[src/rtl/fsr_pkg.sv]
package fsr_pkg;

    localparam int unsigned FSR_DATA_W = 64;
    localparam int unsigned FSR_EXP_W  = 11;

    typedef enum logic [2:0] {
        CLS_ZERO = 3'd0,
        CLS_NORM = 3'd1,
        CLS_SUB  = 3'd2,
        CLS_INF  = 3'd3,
        CLS_QNAN = 3'd4,
        CLS_SNAN = 3'd5
    } fsr_cls_e;

endpackage

[src/rtl/fsr_classify.sv]
module fsr_classify
    import fsr_pkg::*;
#(
    parameter int unsigned DATA_W = FSR_DATA_W,
    parameter int unsigned EXP_W  = FSR_EXP_W
) (
    input  logic [DATA_W-1:0] op_i,
    output fsr_cls_e          cls_o,
    output logic              sign_o
);
    localparam int unsigned FRAC_W = DATA_W - EXP_W - 1;

    logic [EXP_W-1:0]  exp_f;
    logic [FRAC_W-1:0] frac_f;
    logic              exp_ones;
    logic              exp_zero;
    logic              frac_zero;

    always_comb begin
        exp_f     = op_i[DATA_W-2 -: EXP_W];
        frac_f    = op_i[FRAC_W-1:0];
        exp_ones  = &exp_f;
        exp_zero  = ~|exp_f;
        frac_zero = ~|frac_f;
        sign_o    = op_i[DATA_W-1];

        if (exp_ones) begin
            if (frac_zero)              cls_o = CLS_INF;
            else if (frac_f[FRAC_W-1])  cls_o = CLS_QNAN;
            else                        cls_o = CLS_SNAN;
        end else if (exp_zero) begin
            cls_o = frac_zero ? CLS_ZERO : CLS_SUB;
        end else begin
            cls_o = CLS_NORM;
        end
    end

endmodule

[src/rtl/fsr_nan_pick.sv]
module fsr_nan_pick
    import fsr_pkg::*;
#(
    parameter int unsigned DATA_W = FSR_DATA_W,
    parameter int unsigned EXP_W  = FSR_EXP_W
) (
    input  logic [DATA_W-1:0] x_i,
    input  logic [DATA_W-1:0] y_i,
    input  logic [DATA_W-1:0] z_i,
    input  fsr_cls_e          cx_i,
    input  fsr_cls_e          cy_i,
    input  fsr_cls_e          cz_i,
    output logic              hit_o,
    output logic              inv_o,
    output logic [DATA_W-1:0] res_o
);
    localparam int unsigned FRAC_W = DATA_W - EXP_W - 1;
    localparam logic [DATA_W-1:0] QUIET_BIT = DATA_W'(1) << (FRAC_W - 1);

    // Fixed precedence: addend signalling, x signalling, y signalling,
    // x quiet, y quiet. A quiet-NaN addend is left to the product logic.
    always_comb begin
        hit_o = 1'b1;
        inv_o = 1'b0;
        res_o = '0;
        if (cz_i == CLS_SNAN) begin
            inv_o = 1'b1;
            res_o = z_i | QUIET_BIT;
        end else if (cx_i == CLS_SNAN) begin
            inv_o = 1'b1;
            res_o = x_i | QUIET_BIT;
        end else if (cy_i == CLS_SNAN) begin
            inv_o = 1'b1;
            res_o = y_i | QUIET_BIT;
        end else if (cx_i == CLS_QNAN) begin
            res_o = x_i;
        end else if (cy_i == CLS_QNAN) begin
            res_o = y_i;
        end else begin
            hit_o = 1'b0;
        end
    end

endmodule

[src/rtl/fsr_special.sv]
module fsr_special
    import fsr_pkg::*;
#(
    parameter int unsigned DATA_W = FSR_DATA_W,
    parameter int unsigned EXP_W  = FSR_EXP_W
) (
    input  logic [DATA_W-1:0] z_i,
    input  fsr_cls_e          cx_i,
    input  fsr_cls_e          cy_i,
    input  fsr_cls_e          cz_i,
    input  logic              sx_i,
    input  logic              sy_i,
    input  logic              sz_i,
    output logic              hit_o,
    output logic              inv_o,
    output logic [DATA_W-1:0] res_o,
    output logic              nx_o,
    output logic              ny_o
);
    localparam int unsigned FRAC_W = DATA_W - EXP_W - 1;
    localparam logic [DATA_W-1:0] DEF_NAN =
        {1'b0, {EXP_W{1'b1}}, 1'b1, {(FRAC_W-1){1'b0}}};

    function automatic logic [DATA_W-1:0] make_inf(input logic s);
        return {s, {EXP_W{1'b1}}, {FRAC_W{1'b0}}};
    endfunction

    logic prod_inf;
    logic prod_zero;
    logic prod_sign;
    logic z_quiet;
    logic z_inf;

    // Only meaningful when neither multiplicand is a NaN and z is not
    // signalling; the top gives the NaN picker precedence.
    always_comb begin
        prod_inf  = (cx_i == CLS_INF)  || (cy_i == CLS_INF);
        prod_zero = (cx_i == CLS_ZERO) || (cy_i == CLS_ZERO);
        prod_sign = sx_i ^ sy_i;
        z_quiet   = (cz_i == CLS_QNAN);
        z_inf     = (cz_i == CLS_INF);

        hit_o = 1'b1;
        inv_o = 1'b0;
        res_o = '0;
        nx_o  = 1'b0;
        ny_o  = 1'b0;

        if (prod_inf && prod_zero) begin
            if (z_quiet) begin
                res_o = z_i;
            end else begin
                inv_o = 1'b1;
                res_o = DEF_NAN;
            end
        end else if (prod_inf) begin
            if (z_quiet) begin
                res_o = z_i;
            end else if (z_inf && (sz_i != prod_sign)) begin
                inv_o = 1'b1;
                res_o = DEF_NAN;
            end else begin
                res_o = make_inf(prod_sign);
            end
        end else if (prod_zero) begin
            res_o = z_inf ? make_inf(sz_i) : z_i;
        end else if (z_quiet) begin
            res_o = z_i;
        end else if (z_inf) begin
            res_o = make_inf(sz_i);
        end else begin
            hit_o = 1'b0;
            nx_o  = (cx_i == CLS_SUB);
            ny_o  = (cy_i == CLS_SUB);
        end
    end

endmodule

[src/rtl/fma_special_resolve.sv]
module fma_special_resolve
    import fsr_pkg::*;
#(
    parameter int unsigned DATA_W = FSR_DATA_W,
    parameter int unsigned EXP_W  = FSR_EXP_W
) (
    input  logic              clk,
    input  logic              rst_n,
    input  logic [DATA_W-1:0] op_x,
    input  logic [DATA_W-1:0] op_y,
    input  logic [DATA_W-1:0] op_z,
    output logic              bypass,
    output logic              invalid,
    output logic [DATA_W-1:0] result,
    output logic              norm_x,
    output logic              norm_y,
    output logic [2:0]        cls_x,
    output logic [2:0]        cls_y,
    output logic [2:0]        cls_z
);
    localparam int unsigned NOPS = 3;
    localparam int unsigned IX = 0;
    localparam int unsigned IY = 1;
    localparam int unsigned IZ = 2;

    typedef struct packed {
        logic              byp;
        logic              inv;
        logic              nx;
        logic              ny;
        logic [DATA_W-1:0] res;
        fsr_cls_e          cx;
        fsr_cls_e          cy;
        fsr_cls_e          cz;
    } fsr_state_t;

    logic [NOPS-1:0][DATA_W-1:0] ops;
    fsr_cls_e                    cls  [NOPS];
    logic [NOPS-1:0]             sgn;

    assign ops = {op_z, op_y, op_x};

    for (genvar gi = 0; gi < NOPS; gi++) begin : g_cls
        fsr_classify #(
            .DATA_W (DATA_W),
            .EXP_W  (EXP_W)
        ) u_cls (
            .op_i   (ops[gi]),
            .cls_o  (cls[gi]),
            .sign_o (sgn[gi])
        );
    end

    logic              nan_hit;
    logic              nan_inv;
    logic [DATA_W-1:0] nan_res;

    fsr_nan_pick #(
        .DATA_W (DATA_W),
        .EXP_W  (EXP_W)
    ) u_nan (
        .x_i   (op_x),
        .y_i   (op_y),
        .z_i   (op_z),
        .cx_i  (cls[IX]),
        .cy_i  (cls[IY]),
        .cz_i  (cls[IZ]),
        .hit_o (nan_hit),
        .inv_o (nan_inv),
        .res_o (nan_res)
    );

    logic              sp_hit;
    logic              sp_inv;
    logic [DATA_W-1:0] sp_res;
    logic              sp_nx;
    logic              sp_ny;

    fsr_special #(
        .DATA_W (DATA_W),
        .EXP_W  (EXP_W)
    ) u_spc (
        .z_i   (op_z),
        .cx_i  (cls[IX]),
        .cy_i  (cls[IY]),
        .cz_i  (cls[IZ]),
        .sx_i  (sgn[IX]),
        .sy_i  (sgn[IY]),
        .sz_i  (sgn[IZ]),
        .hit_o (sp_hit),
        .inv_o (sp_inv),
        .res_o (sp_res),
        .nx_o  (sp_nx),
        .ny_o  (sp_ny)
    );

    fsr_state_t st_d;
    fsr_state_t st_q;

    always_comb begin
        st_d.cx = cls[IX];
        st_d.cy = cls[IY];
        st_d.cz = cls[IZ];
        if (nan_hit) begin
            st_d.byp = 1'b1;
            st_d.inv = nan_inv;
            st_d.res = nan_res;
            st_d.nx  = 1'b0;
            st_d.ny  = 1'b0;
        end else begin
            st_d.byp = sp_hit;
            st_d.inv = sp_inv;
            st_d.res = sp_res;
            st_d.nx  = sp_nx;
            st_d.ny  = sp_ny;
        end
    end

    always_ff @(posedge clk) begin
        if (!rst_n) begin
            st_q <= '{byp: 1'b0, inv: 1'b0, nx: 1'b0, ny: 1'b0, res: '0,
                      cx: CLS_ZERO, cy: CLS_ZERO, cz: CLS_ZERO};
        end else begin
            st_q <= st_d;
        end
    end

    assign bypass  = st_q.byp;
    assign invalid = st_q.inv;
    assign result  = st_q.res;
    assign norm_x  = st_q.nx;
    assign norm_y  = st_q.ny;
    assign cls_x   = st_q.cx;
    assign cls_y   = st_q.cy;
    assign cls_z   = st_q.cz;

endmodule

[config.mk]
export PLATFORM = sky130hd
export DESIGN_NAME = fma_special_resolve
export DESIGN_NICKNAME = d
export VERILOG_FILES = /design/src/rtl/fsr_pkg.sv /design/src/rtl/fsr_classify.sv /design/src/rtl/fsr_nan_pick.sv /design/src/rtl/fsr_special.sv /design/src/rtl/fma_special_resolve.sv
export SDC_FILE = /design/constraint.sdc
export NUM_CORES = 1
export LEC_CHECK = 0
export ABC_AREA = 1
export CAP_MARGIN = 20
export CORE_MARGIN = 4
export CORE_UTILIZATION = 39
export DETAILED_ROUTE_END_ITERATION = 7
export PLACE_DENSITY = 0.81
export SYNTH_ARGS = -nofsm -noshare
export SYNTH_HDL_FRONTEND = slang
export SYNTH_SLANG_ARGS = --single-unit
[constraint.sdc]
create_clock -name clk -period 2.32 [get_ports clk]
set_clock_uncertainty 0.2 [all_clocks]
set_input_delay 0.464 -clock clk [delete_from_list [all_inputs] [get_ports clk]]
set_output_delay 0.464 -clock clk [all_outputs]
set_load 0.02 [all_outputs]
==> impl_metrics.yaml <==
logic_synthesis:
  yosysUniqueCellTypes: 39
  synth.avg_cell_area_um2: 6.21
  synth_edf_count: 0
  synth-seq-cells: 77
  synth_area_leaders: "dfxtp_1, nand2_1, nor2_1, nand3_1, o21ai_0"
  synth-main-ff-cell: "dfxtp_1"
  ys_seq_area_frac: 0.320
  syn_area_um2: 4810
  yosysTopAreaCellShare: 0.320
  synth.yosys.warnings: 0
  ys_async_sr_fraction: 0
  yosysTopAreaCell: "dfxtp_1"
  syn_inst: 775
  syn_nets: 969
sta:
  period_needed_ps: 2330
  setup_viol: 1
  finalWorstSetupSlack_ps: -13.1
  period_share: 1.01
  fmax_mhz: 429
  slew-limit-headroom: 0.795
  drv_slew: 0
  tightestPinTransition_ps: 306
  hold_viol: 0
floorplanning:
  dieHeight_um: 119
  fp-row-count: 40
  fp.dieW_um: 119
  io-pin-count: 271
  core-area_um2: 12100
  dieArea_um2: 14200
  start_util: 0.399
power_and_ir_drop:
  powerDensity_nw_per_um2: 363
  p_seq_frac: 0.371
  p_sw_frac: 0.234
  p_switching_uw: 835
  p_leak_nw: 5.30
  vdd_drop_max_mv: 0.300
  internal-power_mw: 2.74
  comb_power_share: 0.164
  p_clk_frac: 0.465
  finalPower_mw: 3.57
run:
  cap_violations: 0
layout:
  drive_gt1_frac: 0.215
  area_delta_synth_final_pct: 104
  nets: 1340
  utilization: 0.815
  final_cell_mix: "nand2_1, dlymetal6s2s_1, clkdlybuf4s50_1, nor2_1, buf_4"
  final_common_cell: "nand2_1"
routing:
  vias_per_cell: 5.28
  drt_wl_total_mm: 23.7
  wl_per_cell_um: 17.9
  dr.pass1.iters: 7
  route.detailed.drc: 0
  num_vias: 6990
  antenna_left: 0
  drt-initial-drc-count: 699
place:
  dp_hpwl_mm: 15.6
  place_ws_ps: -547
  gp_congestion: 0.962
  portBuffers: 270
grt:
  antenna_found_initial: 3
  grt_pass1_vias: 6530
  overflow: 0
  grt_start_max_net_pins: 32
  grt_util_all_layers: 0.290
  grt_first_pass_wirelength_mm: 32.8
clock_tree:
  clk_pin_slew_ps: 60
  cts_root_buffer: "clkbuf_16"
  clkSinkCount: 77
  cts_tree: "built"
  cts_hold_buf: 0
  h-tree-depth: 3
  cts_buffers: 9
  clock_path_buffers: 2
worst_hold_path:
  worst_hold_path_type: "input pin to register"
worst_setup_path:
  cp.required_ps: 2360
  crit_arrival_ps: 2380
  start_kind: "input pin"
  path_class: "input pin to register"
  end_kind: "register"
  path_max_fanout: 11
status:
  violations: "setup timing"
  status: "finished, violations left"
## registers in the layout (all words and copies together) (netlist names)
name     flops
cls_z        3
bypass       1
norm_x       1
result      64
norm_y       1
cls_x        3
cls_y        3
invalid      1
## through the flow
| step | hold WS, ps | cells | TNS [ps] | area (um2) |
|---|---|---|---|---|
| floorplan | 367 | 775 | 0 | 4810 |
| global placement | 846 | 1282 | -30500 | 8410 |
| detailed placement | 851 | 1282 | -32830 | 8410 |
| CTS | 444 | 1306 | -44.0 | 8990 |
| global route | 215 | 1322 | -545 | 9830 |
| finish | 206 | 1323 | -13.1 | 9830 |
## final timing paths
kind	from	end	depth (start not counted)
setup / recovery	op_x[54]	result[19]	12
hold / removal	op_z[43]	result[43]	3
## synth_stat cells (2+ instances only)
master and count:
a211oi_1 2, a21oi_1 36, a21oi_2 10, a41oi_1 6
buf_2 16, buf_6 9, clkbuf_1 9, dfxtp_1 77
inv_1 33, inv_2 4, nand2_1 242, nand2_2 17
nand2_4 5, nand3_1 87, nand3_2 2, nand4_1 8
nor2_1 122, nor2_2 3, nor2_4 3, nor3_1 6
nor3_2 3, o21ai_0 57, or2_1 2
## timing repair
item / in CTS / in global routing
setup buffers: 4 / 4
pin swaps: 2 / 127
gates resized for setup: 65 / 220
setup endpoints to repair: 68 / 68
endpoints found under the hold margin: 0 / 0
gates cloned: 4 / 9
## per-layer routing
layer / global-route usage / vias to the layer above / wire length [um]
met5: 0 / - / 0
met4: 0.119 / 0 / 899
met3: 0.0636 / 82 / 2240
met2: 0.508 / 425 / 11700
met1: 0.342 / 3220 / 8820
li1: - / 3263 / -
## worst max-delay path: stages
cell and delay [ps]:
clkdlybuf4s50_1 490, nand4_1 120, nor3_2 170, buf_4 180, nand4_1 160, nand2_4 210
buf_8 170, o21ai_0 80, nand2_1 70, nand3_1 110, nand2_1 90, inv_1 50
## layout make-up
class	count	area, um2
Clock inverter	3	65.1
Clock buffer	13	280
Antenna cell	4	10.0
Tap cell	168	210
Sequential cell	77	1540
Fill cell	778	2230
Timing Repair inverter	2	17.5
Multi-Input combinational cell	620	3140
Inverter	41	179
Timing Repair Buffer	395	4390
## cells by family after synthesis
group,share of synthesized area
and+or+nand+nor,0.462
xor gates and xnor gates,0.00364
AOI/OAI and AO/OA,0.132
buffers and inverters,0.0819
DFF,0.320
## power groups by stage
stage	clock network, mW	registers [mW]	logic, mW
floorplan	0	1.36	0.102
global placement	0	1.36	0.599
detailed placement	0	1.36	0.602
CTS	1.66	1.33	0.603
global route	1.73	1.33	0.624
finish	1.66	1.33	0.585
Power figures use the tool's default switching activity.
